### src/rtl/tune_pkg.sv
package tune_pkg;
  localparam int REG_W  = 8;
  localparam int ADDR_W = 4;
  localparam int NDIV_W = 15;

  localparam logic [ADDR_W-1:0] ADDR_NHI  = 4'h0;
  localparam logic [ADDR_W-1:0] ADDR_NLO  = 4'h1;
  localparam logic [ADDR_W-1:0] ADDR_VCO  = 4'h3;
  localparam logic [ADDR_W-1:0] ADDR_PATH = 4'h5;
  localparam logic [ADDR_W-1:0] ADDR_STAT = 4'hC;

  localparam logic [1:0] PATH_VHF_LP = 2'b00;
  localparam logic [1:0] PATH_VHF    = 2'b01;
  localparam logic [1:0] PATH_UHF    = 2'b10;

  typedef enum logic [2:0] {
    S_IDLE, S_WR_PATH, S_WR_NHI, S_WR_NLO, S_WR_VCO, S_SETTLE, S_RD_LD, S_FINISH
  } tune_state_e;

  typedef enum logic [1:0] {ACT_LOCK, ACT_UP, ACT_DOWN, ACT_FAIL} step_act_e;
endpackage

### src/rtl/band_sel.sv
module band_sel import tune_pkg::*; #(
  parameter int FREQ_W  = 10,
  parameter int F_MIN   = 54,
  parameter int F_MID_A = 100,
  parameter int F_MID_B = 300,
  parameter int F_MAX   = 860
) (
  input  logic [FREQ_W-1:0] freq_i,
  output logic              in_range_o,
  output logic [1:0]        path_o
);
  localparam logic [FREQ_W-1:0] LO_F = FREQ_W'(F_MIN);
  localparam logic [FREQ_W-1:0] A_F  = FREQ_W'(F_MID_A);
  localparam logic [FREQ_W-1:0] B_F  = FREQ_W'(F_MID_B);
  localparam logic [FREQ_W-1:0] HI_F = FREQ_W'(F_MAX);

  always_comb begin
    in_range_o = (freq_i >= LO_F) && (freq_i <= HI_F);
    if (freq_i < A_F)      path_o = PATH_VHF_LP;
    else if (freq_i < B_F) path_o = PATH_VHF;
    else                   path_o = PATH_UHF;
  end
endmodule

### src/rtl/settle_timer.sv
module settle_timer #(
  parameter int SETTLE_CYC = 200
) (
  input  logic clk_i,
  input  logic rst_ni,
  input  logic clear_i,
  input  logic run_i,
  output logic expired_o
);
  localparam int CNT_W = (SETTLE_CYC < 2) ? 1 : $clog2(SETTLE_CYC + 1);
  localparam logic [CNT_W-1:0] LAST = CNT_W'(SETTLE_CYC - 1);

  logic [CNT_W-1:0] cnt_q;

  assign expired_o = (cnt_q == LAST);

  always_ff @(posedge clk_i or negedge rst_ni) begin
    if (!rst_ni)                      cnt_q <= '0;
    else if (clear_i)                 cnt_q <= '0;
    else if (run_i && !expired_o)     cnt_q <= cnt_q + 1'b1;
  end

  AST_SETTLE_COUNT: assert property (@(posedge clk_i) disable iff (!rst_ni)
    (run_i && !clear_i && !expired_o) |=> (cnt_q == $past(cnt_q) + 1'b1));
endmodule

### src/rtl/code_stepper.sv
module code_stepper import tune_pkg::*; #(
  parameter int CODE_W    = 5,
  parameter int NUM_CODES = 24,
  parameter int MID_CODE  = 16
) (
  input  logic              clk_i,
  input  logic              rst_ni,
  input  logic              init_i,
  input  logic              eval_i,
  input  logic [2:0]        ld_i,
  output logic [CODE_W-1:0] code_o,
  output step_act_e         act_o
);
  localparam logic [CODE_W-1:0] TOP_C = CODE_W'(NUM_CODES - 1);
  localparam logic [CODE_W-1:0] MID_C = CODE_W'(MID_CODE);

  logic [CODE_W-1:0] code_q;
  logic dir_valid_q, dir_up_q, rev_q;
  logic go_up, rev_now;

  assign code_o = code_q;

  always_comb begin
    go_up   = (ld_i == 3'b111);
    rev_now = dir_valid_q && (dir_up_q != go_up);
    if (ld_i != 3'b000 && ld_i != 3'b111)                 act_o = ACT_LOCK;
    else if ((go_up && code_q == TOP_C) ||
             (!go_up && code_q == '0) ||
             (rev_now && rev_q))                          act_o = ACT_FAIL;
    else if (go_up)                                       act_o = ACT_UP;
    else                                                  act_o = ACT_DOWN;
  end

  always_ff @(posedge clk_i or negedge rst_ni) begin
    if (!rst_ni) begin
      code_q      <= MID_C;
      dir_valid_q <= 1'b0;
      dir_up_q    <= 1'b0;
      rev_q       <= 1'b0;
    end else if (init_i) begin
      code_q      <= MID_C;
      dir_valid_q <= 1'b0;
      dir_up_q    <= 1'b0;
      rev_q       <= 1'b0;
    end else if (eval_i && (act_o == ACT_UP || act_o == ACT_DOWN)) begin
      code_q      <= go_up ? code_q + 1'b1 : code_q - 1'b1;
      dir_valid_q <= 1'b1;
      dir_up_q    <= go_up;
      if (rev_now) rev_q <= 1'b1;
    end
  end

  AST_STEP_UP: assert property (@(posedge clk_i) disable iff (!rst_ni)
    (eval_i && !init_i && act_o == ACT_UP) |=> (code_q == $past(code_q) + 1'b1));
  AST_STEP_DOWN: assert property (@(posedge clk_i) disable iff (!rst_ni)
    (eval_i && !init_i && act_o == ACT_DOWN) |=> (code_q == $past(code_q) - 1'b1));
  AST_CODE_RANGE: assert property (@(posedge clk_i) disable iff (!rst_ni)
    code_q <= TOP_C);
  AST_REV_FAIL: assert property (@(posedge clk_i) disable iff (!rst_ni)
    (eval_i && rev_q && rev_now && ld_i inside {3'b000, 3'b111}) |-> (act_o == ACT_FAIL));
endmodule

### src/rtl/tune_seq.sv
module tune_seq import tune_pkg::*; #(
  parameter int FREQ_W     = 10,
  parameter int CODE_W     = 5,
  parameter int NUM_CODES  = 24,
  parameter int MID_CODE   = 16,
  parameter int SETTLE_CYC = 200
) (
  input  logic              clk_i,
  input  logic              rst_ni,
  input  logic              start_i,
  input  logic [FREQ_W-1:0] freq_mhz_i,
  input  logic [14:0]       ndiv_i,
  input  logic [1:0]        vdiv_i,
  output logic              bus_req_o,
  output logic              bus_we_o,
  output logic [3:0]        bus_addr_o,
  output logic [7:0]        bus_wdata_o,
  input  logic              bus_ack_i,
  input  logic [7:0]        bus_rdata_i,
  output logic [CODE_W-1:0] vco_code_o,
  output logic              locked_o,
  output logic              fail_o,
  output logic              done_o
);
  localparam logic [CODE_W-1:0] MID_C = CODE_W'(MID_CODE);

  tune_state_e state_q, state_d;
  logic [NDIV_W-1:0] ndiv_q;
  logic [1:0]        vdiv_q, path_q;
  logic              locked_q, fail_q;
  logic              in_range, accept, eval, expired;
  logic [1:0]        path;
  step_act_e         act;
  logic              unused_rdata;

  assign unused_rdata = ^{bus_rdata_i[7], bus_rdata_i[3:0]};
  assign accept = (state_q == S_IDLE) && start_i;
  assign eval   = (state_q == S_RD_LD) && bus_ack_i;

  band_sel #(.FREQ_W(FREQ_W)) i_band (
    .freq_i(freq_mhz_i), .in_range_o(in_range), .path_o(path)
  );

  code_stepper #(.CODE_W(CODE_W), .NUM_CODES(NUM_CODES), .MID_CODE(MID_CODE)) i_step (
    .clk_i, .rst_ni, .init_i(accept), .eval_i(eval),
    .ld_i(bus_rdata_i[6:4]), .code_o(vco_code_o), .act_o(act)
  );

  settle_timer #(.SETTLE_CYC(SETTLE_CYC)) i_settle (
    .clk_i, .rst_ni, .clear_i(state_q != S_SETTLE),
    .run_i(state_q == S_SETTLE), .expired_o(expired)
  );

  always_comb begin
    state_d = state_q;
    unique case (state_q)
      S_IDLE:    if (start_i) state_d = in_range ? S_WR_PATH : S_FINISH;
      S_WR_PATH: if (bus_ack_i) state_d = S_WR_NHI;
      S_WR_NHI:  if (bus_ack_i) state_d = S_WR_NLO;
      S_WR_NLO:  if (bus_ack_i) state_d = S_WR_VCO;
      S_WR_VCO:  if (bus_ack_i) state_d = S_SETTLE;
      S_SETTLE:  if (expired) state_d = S_RD_LD;
      S_RD_LD:   if (bus_ack_i)
                   state_d = (act == ACT_UP || act == ACT_DOWN) ? S_WR_VCO : S_FINISH;
      S_FINISH:  state_d = S_IDLE;
      default:   state_d = S_IDLE;
    endcase
  end

  always_ff @(posedge clk_i or negedge rst_ni) begin
    if (!rst_ni) begin
      state_q  <= S_IDLE;
      ndiv_q   <= '0;
      vdiv_q   <= '0;
      path_q   <= '0;
      locked_q <= 1'b0;
      fail_q   <= 1'b0;
    end else begin
      state_q <= state_d;
      if (accept) begin
        ndiv_q   <= ndiv_i;
        vdiv_q   <= vdiv_i;
        path_q   <= path;
        locked_q <= 1'b0;
        fail_q   <= !in_range;
      end else if (eval) begin
        if (act == ACT_LOCK) locked_q <= 1'b1;
        if (act == ACT_FAIL) fail_q   <= 1'b1;
      end
    end
  end

  always_comb begin
    bus_req_o   = 1'b1;
    bus_we_o    = 1'b1;
    bus_addr_o  = '0;
    bus_wdata_o = '0;
    unique case (state_q)
      S_WR_PATH: begin bus_addr_o = ADDR_PATH; bus_wdata_o = {6'b0, path_q};        end
      S_WR_NHI:  begin bus_addr_o = ADDR_NHI;  bus_wdata_o = {1'b0, ndiv_q[14:8]};  end
      S_WR_NLO:  begin bus_addr_o = ADDR_NLO;  bus_wdata_o = ndiv_q[7:0];           end
      S_WR_VCO:  begin bus_addr_o = ADDR_VCO;  bus_wdata_o = {vco_code_o[4:0], 1'b0, vdiv_q}; end
      S_RD_LD:   begin bus_addr_o = ADDR_STAT; bus_we_o = 1'b0;                     end
      default:   begin bus_req_o = 1'b0; bus_we_o = 1'b0;                           end
    endcase
  end

  assign locked_o = locked_q;
  assign fail_o   = fail_q;
  assign done_o   = (state_q == S_FINISH);

  AST_REQ_HOLD: assert property (@(posedge clk_i) disable iff (!rst_ni)
    (bus_req_o && !bus_ack_i) |=> (bus_req_o && $stable(bus_addr_o) &&
                                   $stable(bus_we_o) && $stable(bus_wdata_o)));
  AST_DONE_PULSE: assert property (@(posedge clk_i) disable iff (!rst_ni)
    done_o |=> !done_o);
  AST_FLAG_EXCL: assert property (@(posedge clk_i) disable iff (!rst_ni)
    !(locked_o && fail_o));
  AST_REJECT_QUIET: assert property (@(posedge clk_i) disable iff (!rst_ni)
    (accept && !in_range) |=> (done_o && fail_o && !bus_req_o));
  AST_SEARCH_MID: assert property (@(posedge clk_i) disable iff (!rst_ni)
    (accept && in_range) |=> (vco_code_o == MID_C));
endmodule

### config.mk
export PLATFORM = sky130hd
export DESIGN_NAME = tune_seq
export DESIGN_NICKNAME = d
export VERILOG_FILES = /design/src/rtl/tune_pkg.sv /design/src/rtl/band_sel.sv /design/src/rtl/settle_timer.sv /design/src/rtl/code_stepper.sv /design/src/rtl/tune_seq.sv
export SDC_FILE = /design/constraint.sdc
export NUM_CORES = 1
export LEC_CHECK = 0
export ABC_AREA = 1
export BUFFER_PORTS_ARGS = -buffer_cell sky130_fd_sc_hd__buf_2
export CORE_UTILIZATION = 30
export CTS_BUF_LIST = sky130_fd_sc_hd__clkbuf_16
export DETAILED_ROUTE_END_ITERATION = 10
export GPL_TIMING_DRIVEN = 0
export MAX_ROUTING_LAYER = met4
export PLACE_DENSITY_LB_ADDON = 0.08
export RECOVER_POWER = 50
export SYNTH_ARGS = -nofsm -noshare
export SYNTH_HDL_FRONTEND = slang
export SYNTH_SLANG_ARGS = --single-unit
### constraint.sdc
create_clock -name clk_i -period 1.7 [get_ports clk_i]
set_clock_uncertainty 0.1 [all_clocks]
set_input_delay 0 -clock clk_i [delete_from_list [all_inputs] [get_ports clk_i]]
set_output_delay 0 -clock clk_i [all_outputs]
set_load 0.05 [all_outputs]
; Word level (Yosys, flattened, before mapping)
; Index checks and enable logic that the tools add are counted.
[op_classes]
n_eq_ne = 23
mux = 37
n_reduce_logical = 32
order_cmp = 4
n_addsub = 3
[op_table]
columns = op, n
row1 = 8-bit one-hot mux with 4 select lines, 1
row2 = 3-bit two-way mux, 8
row3 = 3-bit one-hot mux with 8 select lines, 1
row4 = 8-bit two-way mux, 2
row5 = 4-bit one-hot mux with 4 select lines, 1
row6 = "3-bit equality test, second input constant", 5
row7 = 1-bit two-way mux, 15
row8 = 5-bit two-way mux, 3
row9 = "2-bit inequality test, second input constant", 7
row10 = 2-bit two-way mux, 6
row11 = 2-bit nonzero test, 6
row12 = "10-bit by 6-bit greater-or-equal comparator with 1-bit output, second input constant", 1
row13 = "10-bit less-or-equal comparator, second input constant", 1
row14 = 1-bit logical AND, 10
row15 = "10-bit by 7-bit less-than comparator with 1-bit output, second input constant", 1
row16 = "10-bit by 9-bit less-than comparator with 1-bit output, second input constant", 1
row17 = "8-bit by 1-bit adder with 8-bit output, second input constant", 1
row18 = "8-bit equality test, second input constant", 1
row19 = 7-bit AND reduction, 1
row20 = "3-bit by 2-bit equality test with 1-bit output, second input constant", 2
row21 = "3-bit inequality test, second input constant", 2
row22 = 2-bit AND reduction, 3
row23 = "5-bit by 1-bit adder with 5-bit output, second input constant", 1
row24 = "5-bit equality test, second input constant", 1
row25 = 13 further kinds, 18
[word_totals]
wordCells = 110
regBits = 40
in_bits = 39
out_inout_bits = 22

; Depth between registers and ports, before layout
; Gate-level depths: netlist of the first run.
[logic_depth]
depth_word = 12
ltp_mapped = 13
depth_no_buf = 13

; Modules after synthesis
; From an unflattened synthesis of the first run, not the netlist that was laid out.
[unflattened]
hier_cells = 388
area_unflattened_um2 = 2737.6
[modules_own_cells]
columns = mod, cells_each, n_inst, area_per_inst_um2, seq_area_each_um2
row1 = tune_seq, 184, 1, 1343.8, 600.6
row2 = code_stepper, 94, 1, 700.7, 201.4
row3 = settle_timer, 72, 1, 534.3, 200.2
row4 = band_sel, 38, 1, 158.9, 0.0

; Worst setup path before layout of the first run
; No wires, ideal clock.
[synth_timing]
kind = reg-to-output
from = register state_q[0]
to = output port bus_wdata_o[4]
path_stages_with_launch = 6
t_arrival_ns = 2.155
required_time_ns = 1.600
setup_slack_ns = -0.555
path_buffers = 0
path_cell_list = dfrtp_1 inv_2 nand2_4 nor2_2 inv_1 o211ai_1
[synth_between]
elab_chain_cells = 2
word_cells_on_any_way = 5
classes_between = 4 x eq/ne / 1 x mux
[synth_rtl]
columns = item, line
row1 = from (decl), tune_seq.sv:27  ; tune_state_e state_q, state_d;
row2 = from (signal assigned), tune_seq.sv:79  ; state_q <= state_d;
row3 = 3-bit equality test (tied with other cells), tune_seq.sv:98  ; unique case (state_q)
row4 = 8-bit one-hot mux with 4 select lines *, tune_seq.sv:98
row5 = to (decl), tune_seq.sv:17  ; output logic [7:0] bus_wdata_o,
; Mark *: on every way between the ends. The rest lies on a longest branch, timed or not.

; Final worst setup path of the first run
[layout_timing]
from = register i_step.code_q[0] (netlist: i_step.code_o[0])
to = register i_step.code_q[2] (netlist: i_step.code_o[2])
[layout_between]
elab_chain_cells = 10
word_cells_on_any_way = 18
classes_between = 2 x add/sub / 3 x eq/ne / 5 x mux / 8 x reduce/logical
[layout_rtl]
columns = item, line
row1 = from (decl), code_stepper.sv:17  ; logic [CODE_W-1:0] code_q;
row2 = from (signal assigned), code_stepper.sv:46  ; code_q <= go_up ? code_q + 1'b1 : code_q - 1'b1;
row3 = 5-bit equality test / 5-bit zero test (equally long branches), "code_stepper.sv:27, code_stepper.sv:28"
row4 = 1-bit logical AND (on tied branches), "code_stepper.sv:27, code_stepper.sv:28"
row5 = 1-bit logical OR, code_stepper.sv:27  ; else if ((go_up && code_q == TOP_C) ||
row6 = 1-bit logical OR, code_stepper.sv:28  ; (!go_up && code_q == '0) ||
row7 = 2-bit two-way mux, code_stepper.sv:27
row8 = 2-bit two-way mux, code_stepper.sv:26  ; if (ld_i != 3'b000 && ld_i != 3'b111) act_o = ACT_LOCK;
row9 = 2-bit by 1-bit equality test with 1-bit output / 2-bit equality test (equally long branches), code_stepper.sv:45  ; end else if (eval_i && (act_o == ACT_UP || act_o == ACT_DOWN)) begin
row10 = 1-bit logical OR, code_stepper.sv:45
row11 = 1-bit logical AND, code_stepper.sv:45
row12 = 2-bit nonzero test (no line), -
; Parallel ways exist; a longest one is shown, timed or not. The select of a mux whose other input is x is not followed.
; A chain may end at the register's enable or synchronous reset.

==> run_results.csv, run 1 <==
group,metric,value,unit
drt,drc,0,
clock_tree,ctsLongestPathBuffers,2,
die,ios,61,
critical_path,cp.arrival,1990,ps
power_and_ir_drop,pwr-share-comb,58.5,%
placed_design,dp.cells,457,
grt,antenna_found_initial,0,
power_and_ir_drop,p_leak,1.767,nW
cells_and_area,utilization,48.20,%
cells_and_area,drive_gt1_share,36.23,%
sta,fin_tns_setup,-1363,ps
placed_design,globalplace.congestion,0.7562,
sta,setup_ws,-188.0,ps
die,core_area,7370,sq um
yosys,synth_cells,303,
sta,rsz0062_at_grt,"yes",
placed_design,post-dp-hpwl,4.230,mm
grt,grt_pass1_vias,2287,
power_and_ir_drop,total_power,6.282,mW
sta,fin_crit_sh,111.1,%
die,die_h,89.79,um
yosys,synth_edf_count,0,
critical_path,cp.required,1800,ps
cells_and_area,finalNonFillerCells,513,
cells_and_area,mostFrequentLayoutCell,"nand2_1",
cells_and_area,syn_to_final_growth,53.63,%
sta,tightest_slew,1034,ps
critical_path,critical_path_class,"reg2reg",
critical_path,reg2reg_slack,-190,ps
die,num_rows,31,
cells_and_area,final_cell_area,3552,sq um
grt,grt_first_pass_wirelength,10.63,mm
clock_tree,root_buffer,"clkbuf_16",
clock_tree,clk_latency,280,ps
cells_and_area,diodes,0,
placed_design,port_buffers,55,
power_and_ir_drop,p_sw,2.955,mW
power_and_ir_drop,p_int,3.327,mW
drt,ant_nets,0,
grt,grt_max_degree,41,
sta,fmax,529.7,MHz
clock_tree,cts.sinks,40,
sta,fin_hold_ws,13.53,ps
drt,wl_per_cell,12.43,um
cells_and_area,final_cell_mix,"nand2_1, buf_2, dfrtp_1",
die,initial_core_util,31.38,%
grt,grt-ovfl-total,0,
power_and_ir_drop,ir_worst_vdd,0.9122,mV
sta,fin_crit,1888,ps
outcome,violations,"setup timing",
yosys,synth_fp_nets,350,
clock_tree,clkTransAtPathRegs,60,ps
hold_path,holdCritPathClass,"in2reg",
sta,final_hold_viol_count,0,
die,die_area,8062,sq um
yosys,avgSynthCellArea,7.631,sq um
yosys,seq_area_frac_synth,43.34,%
yosys,yosys_warnings,0,
yosys,async_flop_share,100.0,%
power_and_ir_drop,powerDensity,1768,nW/um^2
sta,setup_viol,10,
power_and_ir_drop,seqPwrFrac,24.3,%
drt,dr.pass1.iters,4,
clock_tree,cts_tree,"yes",
die,die_x,89.79,um
critical_path,crit_path_end_kind,"flip-flop",
yosys,synth.distinct_cells,39,
drt,drt-total-wl,6.375,mm
grt,grtUsageTotal,16.95,%
outcome,status,"finished, violations left",
placed_design,post-place-ws,-224.9,ps
power_and_ir_drop,power_frac_clock,17.1,%
drt,drt_iter0_drc,108,
yosys,synth_seq_cells,40,
cells_and_area,fillers,757,
yosys,netlist_area,2312,sq um
cells_and_area,fin_nets,460,
critical_path,worstPathMaxFanout,4,
placed_design,place_area,2790,sq um
sta,drv_slew,0,
job,cap_viol_max_count,0,
drt,dr_total_vias,2364,
power_and_ir_drop,swShare,47.04,%
critical_path,crit_path_start_kind,"flip-flop",
drt,drt-vias-per-instance,4.608,
clock_tree,cts_max_level,2,
clock_tree,cts_buffers,5,
yosys,ys.flop_type,"dfrtp_1",
sta,max_slew_margin,31.10,%
-- sequential cells by signal (all words and copies together), names as in the netlist --
register            flops
ndiv_q                 15
i_settle.cnt_q          8
i_step.code_o           5
state_q                 3
path_q                  2
vdiv_q                  2
fail_o                  1
i_step.dir_up_q         1
i_step.dir_valid_q      1
i_step.rev_q            1
locked_o                1
-- cells in the mapped netlist, drive strengths merged (2+ instances only) --
library cell,instances,share of area [%]
nand4,3,0.81
inv,26,4.2
nand2,115,20
xor2,2,0.76
o211ai,4,1.3
or2,2,0.54
a31oi,2,0.54
o22ai,3,0.81
a22o,2,0.76
ha,7,3.8
dfrtp,39,42
o21ai,14,3.2
nor2,33,6.6
a21oi,12,2.8
nor3,4,0.87
nand3,20,4.8
buf,5,1.7
-- repair_timing --
action,4_1_cts,5_1_grt
resized for setup,32,31
buffers inserted,19,7
pin swaps,9,14
endpoints found under the setup margin,22,22
hold buffers,22,0
hold endpoints to repair,59,0
-- logic make-up after synthesis --
group	share of synthesized area [%]
AND/OR/NAND/NOR	33.87
AO/OA/AOI/OAI	10.93
flip-flops	43.34
buffers and inverters	6.060
adder cells (fa/ha/maj)	4.654
XOR/XNOR	1.137
-- cell type report --
| type | count | area (sq um) | area share, % |
|---|---|---|---|
| Tap cell | 99 | 123.9 | 3.487 |
| Timing Repair Buffer | 103 | 740.7 | 20.85 |
| Inverter | 27 | 127.6 | 3.593 |
| Multi-Input combinational cell | 231 | 1345 | 37.87 |
| Clock buffer | 5 | 125.1 | 3.522 |
| Sequential cell | 40 | 1010 | 28.43 |
| Clock inverter | 3 | 37.54 | 1.057 |
| Buffer | 5 | 42.54 | 1.198 |
-- power by group through the flow --
stage	combinational (mW)	clock, mW	sequential [mW]
finish	3.68	1.07	1.53
global route	3.99	1.14	1.58
CTS	3.40	1.10	1.52
detailed placement	2.86	0	1.56
global placement	2.85	0	1.56
floorplan	2.01	0	1.74
-- critical path, stage by stage (launching register included) --
cell     delay, ps
dfrtp_2        420
nor2_1         110
nand4_1        140
nand2_1         80
o21ai_1         60
nand3_1        100
nand2_2         90
ha_4           330
nand2_8         80
buf_4          160
o22ai_2        130
-- per-layer routing --
metal | share of wire (%) | vias to the layer above | GRT usage [%]
met5 | 0 | - | -
met4 | 1.2 | 0 | 5.328
met3 | 2.9 | 5 | 2.876
met2 | 47 | 42 | 27.18
met1 | 49 | 1108 | 21.83
li1 | - | 1209 | -
-- final timing paths --
check,cells after the start,startpoint,end
max,10,i_step.code_o[0],i_step.code_o[2]
min,5,freq_mhz_i[6],path_q[0]
max reg2reg,10,i_step.code_o[0],i_step.code_o[2]
min reg2reg,2,ndiv_q[11],ndiv_q[11]
max in group asynchronous,2,rst_ni,state_q[1]
min in group asynchronous,2,rst_ni,i_step.code_o[3]
No activity file was read; power rests on OpenSTA's default activity.
==> run 2, diff against run 1 <==
--- a/config.mk
+++ b/config.mk
@@ -14,6 +14,7 @@
 export MAX_ROUTING_LAYER = met4
 export PLACE_DENSITY_LB_ADDON = 0.08
 export RECOVER_POWER = 50
+export SETUP_SLACK_MARGIN = 0.2
 export SYNTH_ARGS = -nofsm -noshare
 export SYNTH_HDL_FRONTEND = slang
 export SYNTH_SLANG_ARGS = --single-unit
==> run 2 against run 1 <==
- the flow still finishes with violations (setup timing)
- critical endpoint is now i_step.dir_up_q
- utilization increased by 4.4 points
- largest cell class unchanged
- maximum frequency increased by 2.3%
- cell count increased by 1.9%
- clock power about the same
- critical path type unchanged
- die area unchanged
- register-to-register slack improved by 40 ps
- non-clock buffer count increased by 10
- hold slack improved by 8.1 ps
- total power increased by 10%
- sequential share of layout area decreased by 2.4 points
- setup slack improved by 42 ps
- global-route usage increased by 0.59 points
==> run_results.csv, run 2 (synthesis results as in run 1) <==
group,metric,value,unit
drt,drt-total-wl,6.840,mm
power_and_ir_drop,pwr-share-comb,62.3,%
power_and_ir_drop,p_int,3.744,mW
sta,fin_crit,1846,ps
clock_tree,root_buffer,"clkbuf_16",
drt,dr.pass1.iters,6,
cells_and_area,diodes,0,
sta,fmax,541.7,MHz
sta,final_hold_viol_count,0,
cells_and_area,final_cell_area,3875,sq um
cells_and_area,fin_nets,470,
power_and_ir_drop,p_leak,1.858,nW
clock_tree,clkTransAtPathRegs,60,ps
clock_tree,cts_buffers,5,
sta,max_slew_margin,29.94,%
hold_path,holdCritPathClass,"in2reg",
critical_path,crit_path_start_kind,"flip-flop",
die,core_area,7370,sq um
power_and_ir_drop,power_frac_clock,15.6,%
drt,dr_total_vias,2400,
power_and_ir_drop,swShare,45.99,%
job,cap_viol_max_count,0,
critical_path,cp.arrival,1950,ps
clock_tree,cts_max_level,2,
placed_design,port_buffers,55,
die,num_rows,31,
outcome,status,"finished, violations left",
grt,antenna_found_initial,0,
sta,setup_viol,13,
clock_tree,clk_latency,280,ps
outcome,violations,"setup timing",
critical_path,critical_path_class,"reg2reg",
critical_path,worstPathMaxFanout,4,
sta,setup_ws,-146.1,ps
placed_design,post-place-ws,-242.1,ps
sta,fin_crit_sh,108.6,%
grt,grt_pass1_vias,2323,
sta,fin_tns_setup,-1138,ps
critical_path,crit_path_end_kind,"flip-flop",
placed_design,globalplace.congestion,0.7736,
cells_and_area,drive_gt1_share,42.92,%
grt,grt-ovfl-total,0,
die,die_h,89.79,um
die,ios,61,
placed_design,place_area,2811,sq um
placed_design,dp.cells,457,
cells_and_area,largest_reg_flops,15,
drt,drc,0,
critical_path,cp.required,1810,ps
grt,grtUsageTotal,17.53,%
cells_and_area,finalNonFillerCells,523,
cells_and_area,syn_to_final_growth,67.59,%
sta,rsz0062_at_grt,"yes",
drt,drt-vias-per-instance,4.589,
power_and_ir_drop,powerDensity,1789,nW/um^2
die,initial_core_util,31.38,%
drt,drt_iter0_drc,71,
power_and_ir_drop,p_sw,3.188,mW
cells_and_area,final_cell_mix,"nand2_1, buf_2, dfrtp_1",
grt,grt_max_degree,41,
die,die_area,8062,sq um
grt,grt_first_pass_wirelength,11.01,mm
clock_tree,ctsLongestPathBuffers,2,
cells_and_area,fillers,735,
placed_design,post-dp-hpwl,4.242,mm
clock_tree,cts.sinks,40,
die,die_x,89.79,um
sta,drv_slew,0,
drt,ant_nets,0,
sta,tightest_slew,1051,ps
cells_and_area,largest_register,"ndiv_q",
clock_tree,cts_tree,"yes",
power_and_ir_drop,seqPwrFrac,22.2,%
cells_and_area,mostFrequentLayoutCell,"nand2_1",
drt,wl_per_cell,13.08,um
power_and_ir_drop,ir_worst_vdd,1.347,mV
-- run 2: cell count changes in the layout (fill, tap and decap cells not counted), sizes merged --
cell / change
clkinv: +1
clkbuf: +1
buf: +9
inv: -1
-- run 2: final timing paths --
kind,from,end,slack [ps],depth (start not counted)
max in group asynchronous,rst_ni,state_q[0],440,2
worst min-delay path,freq_mhz_i[6],path_q[0],20,5
worst max register to register,i_step.code_o[1],i_step.dir_up_q,-150,10
min in group asynchronous,rst_ni,i_step.code_o[3],350,2
worst max-delay path,i_step.code_o[1],i_step.dir_up_q,-150,10
worst min register to register,ndiv_q[7],ndiv_q[7],380,2
-- run 2: layout make-up --
class | instances | area (sq um) | share of cell area, %
timing repair buffer | 113 | 932.1 | 24.06
buffer | 5 | 60.06 | 1.550
tap | 99 | 123.9 | 3.197
clock inverter | 3 | 38.79 | 1.001
clock buffer | 5 | 125.1 | 3.229
multi-input combinational | 231 | 1448 | 37.36
inverter | 27 | 137.6 | 3.552
sequential | 40 | 1010 | 26.06
-- run 2: timing repair --
action                                 4_1_cts  5_1_grt
pin swaps                                   16       24
buffers inserted                            24       11
resized for setup                           68       51
gates cloned                                 0        1
hold buffers                                22        0
setup endpoints to repair                   46       51
endpoints found under the hold margin       59        0
-- run 2: worst max-delay path, cell delays in order, from the launching register on --
cell	delay (ps)
dfrtp_2	410
nor2_2	130
nand4_1	130
nand2_1	80
o21ai_1	60
nand3_1	100
nand2_2	80
ha_4	320
nand2_8	70
buf_4	160
o22ai_1	130
-- run 2: metal layers --
layer	global-route usage (%)	up-vias	wire length, um
met1	21.59	1117	3097
met2	29.81	51	3373
met3	2.707	7	256
met5	-	-	0
li1	-	1225	-
met4	4.918	0	112
-- run 2: stage by stage --
stage / hold WS [ps] / total power [mW] / utilization, %
6_report: 21.58 / 6.933 / 52.58
5_1_grt: 73.01 / 7.345 / 52.58
4_1_cts: 27.34 / 6.434 / 48.81
3_5_place_dp: 98.70 / 4.468 / 38.15
3_3_place_gp: 93.12 / 4.455 / 38.15
2_1_floorplan: -395.6 / 3.796 / -
-- run 2: power groups by stage --
stage	sequential, mW	clock [mW]	combinational [mW]
CTS	1.52	1.10	3.82
finish	1.54	1.08	4.32
detailed placement	1.56	0	2.90
floorplan	1.74	0	2.06
global route	1.58	1.14	4.63
global placement	1.56	0	2.89
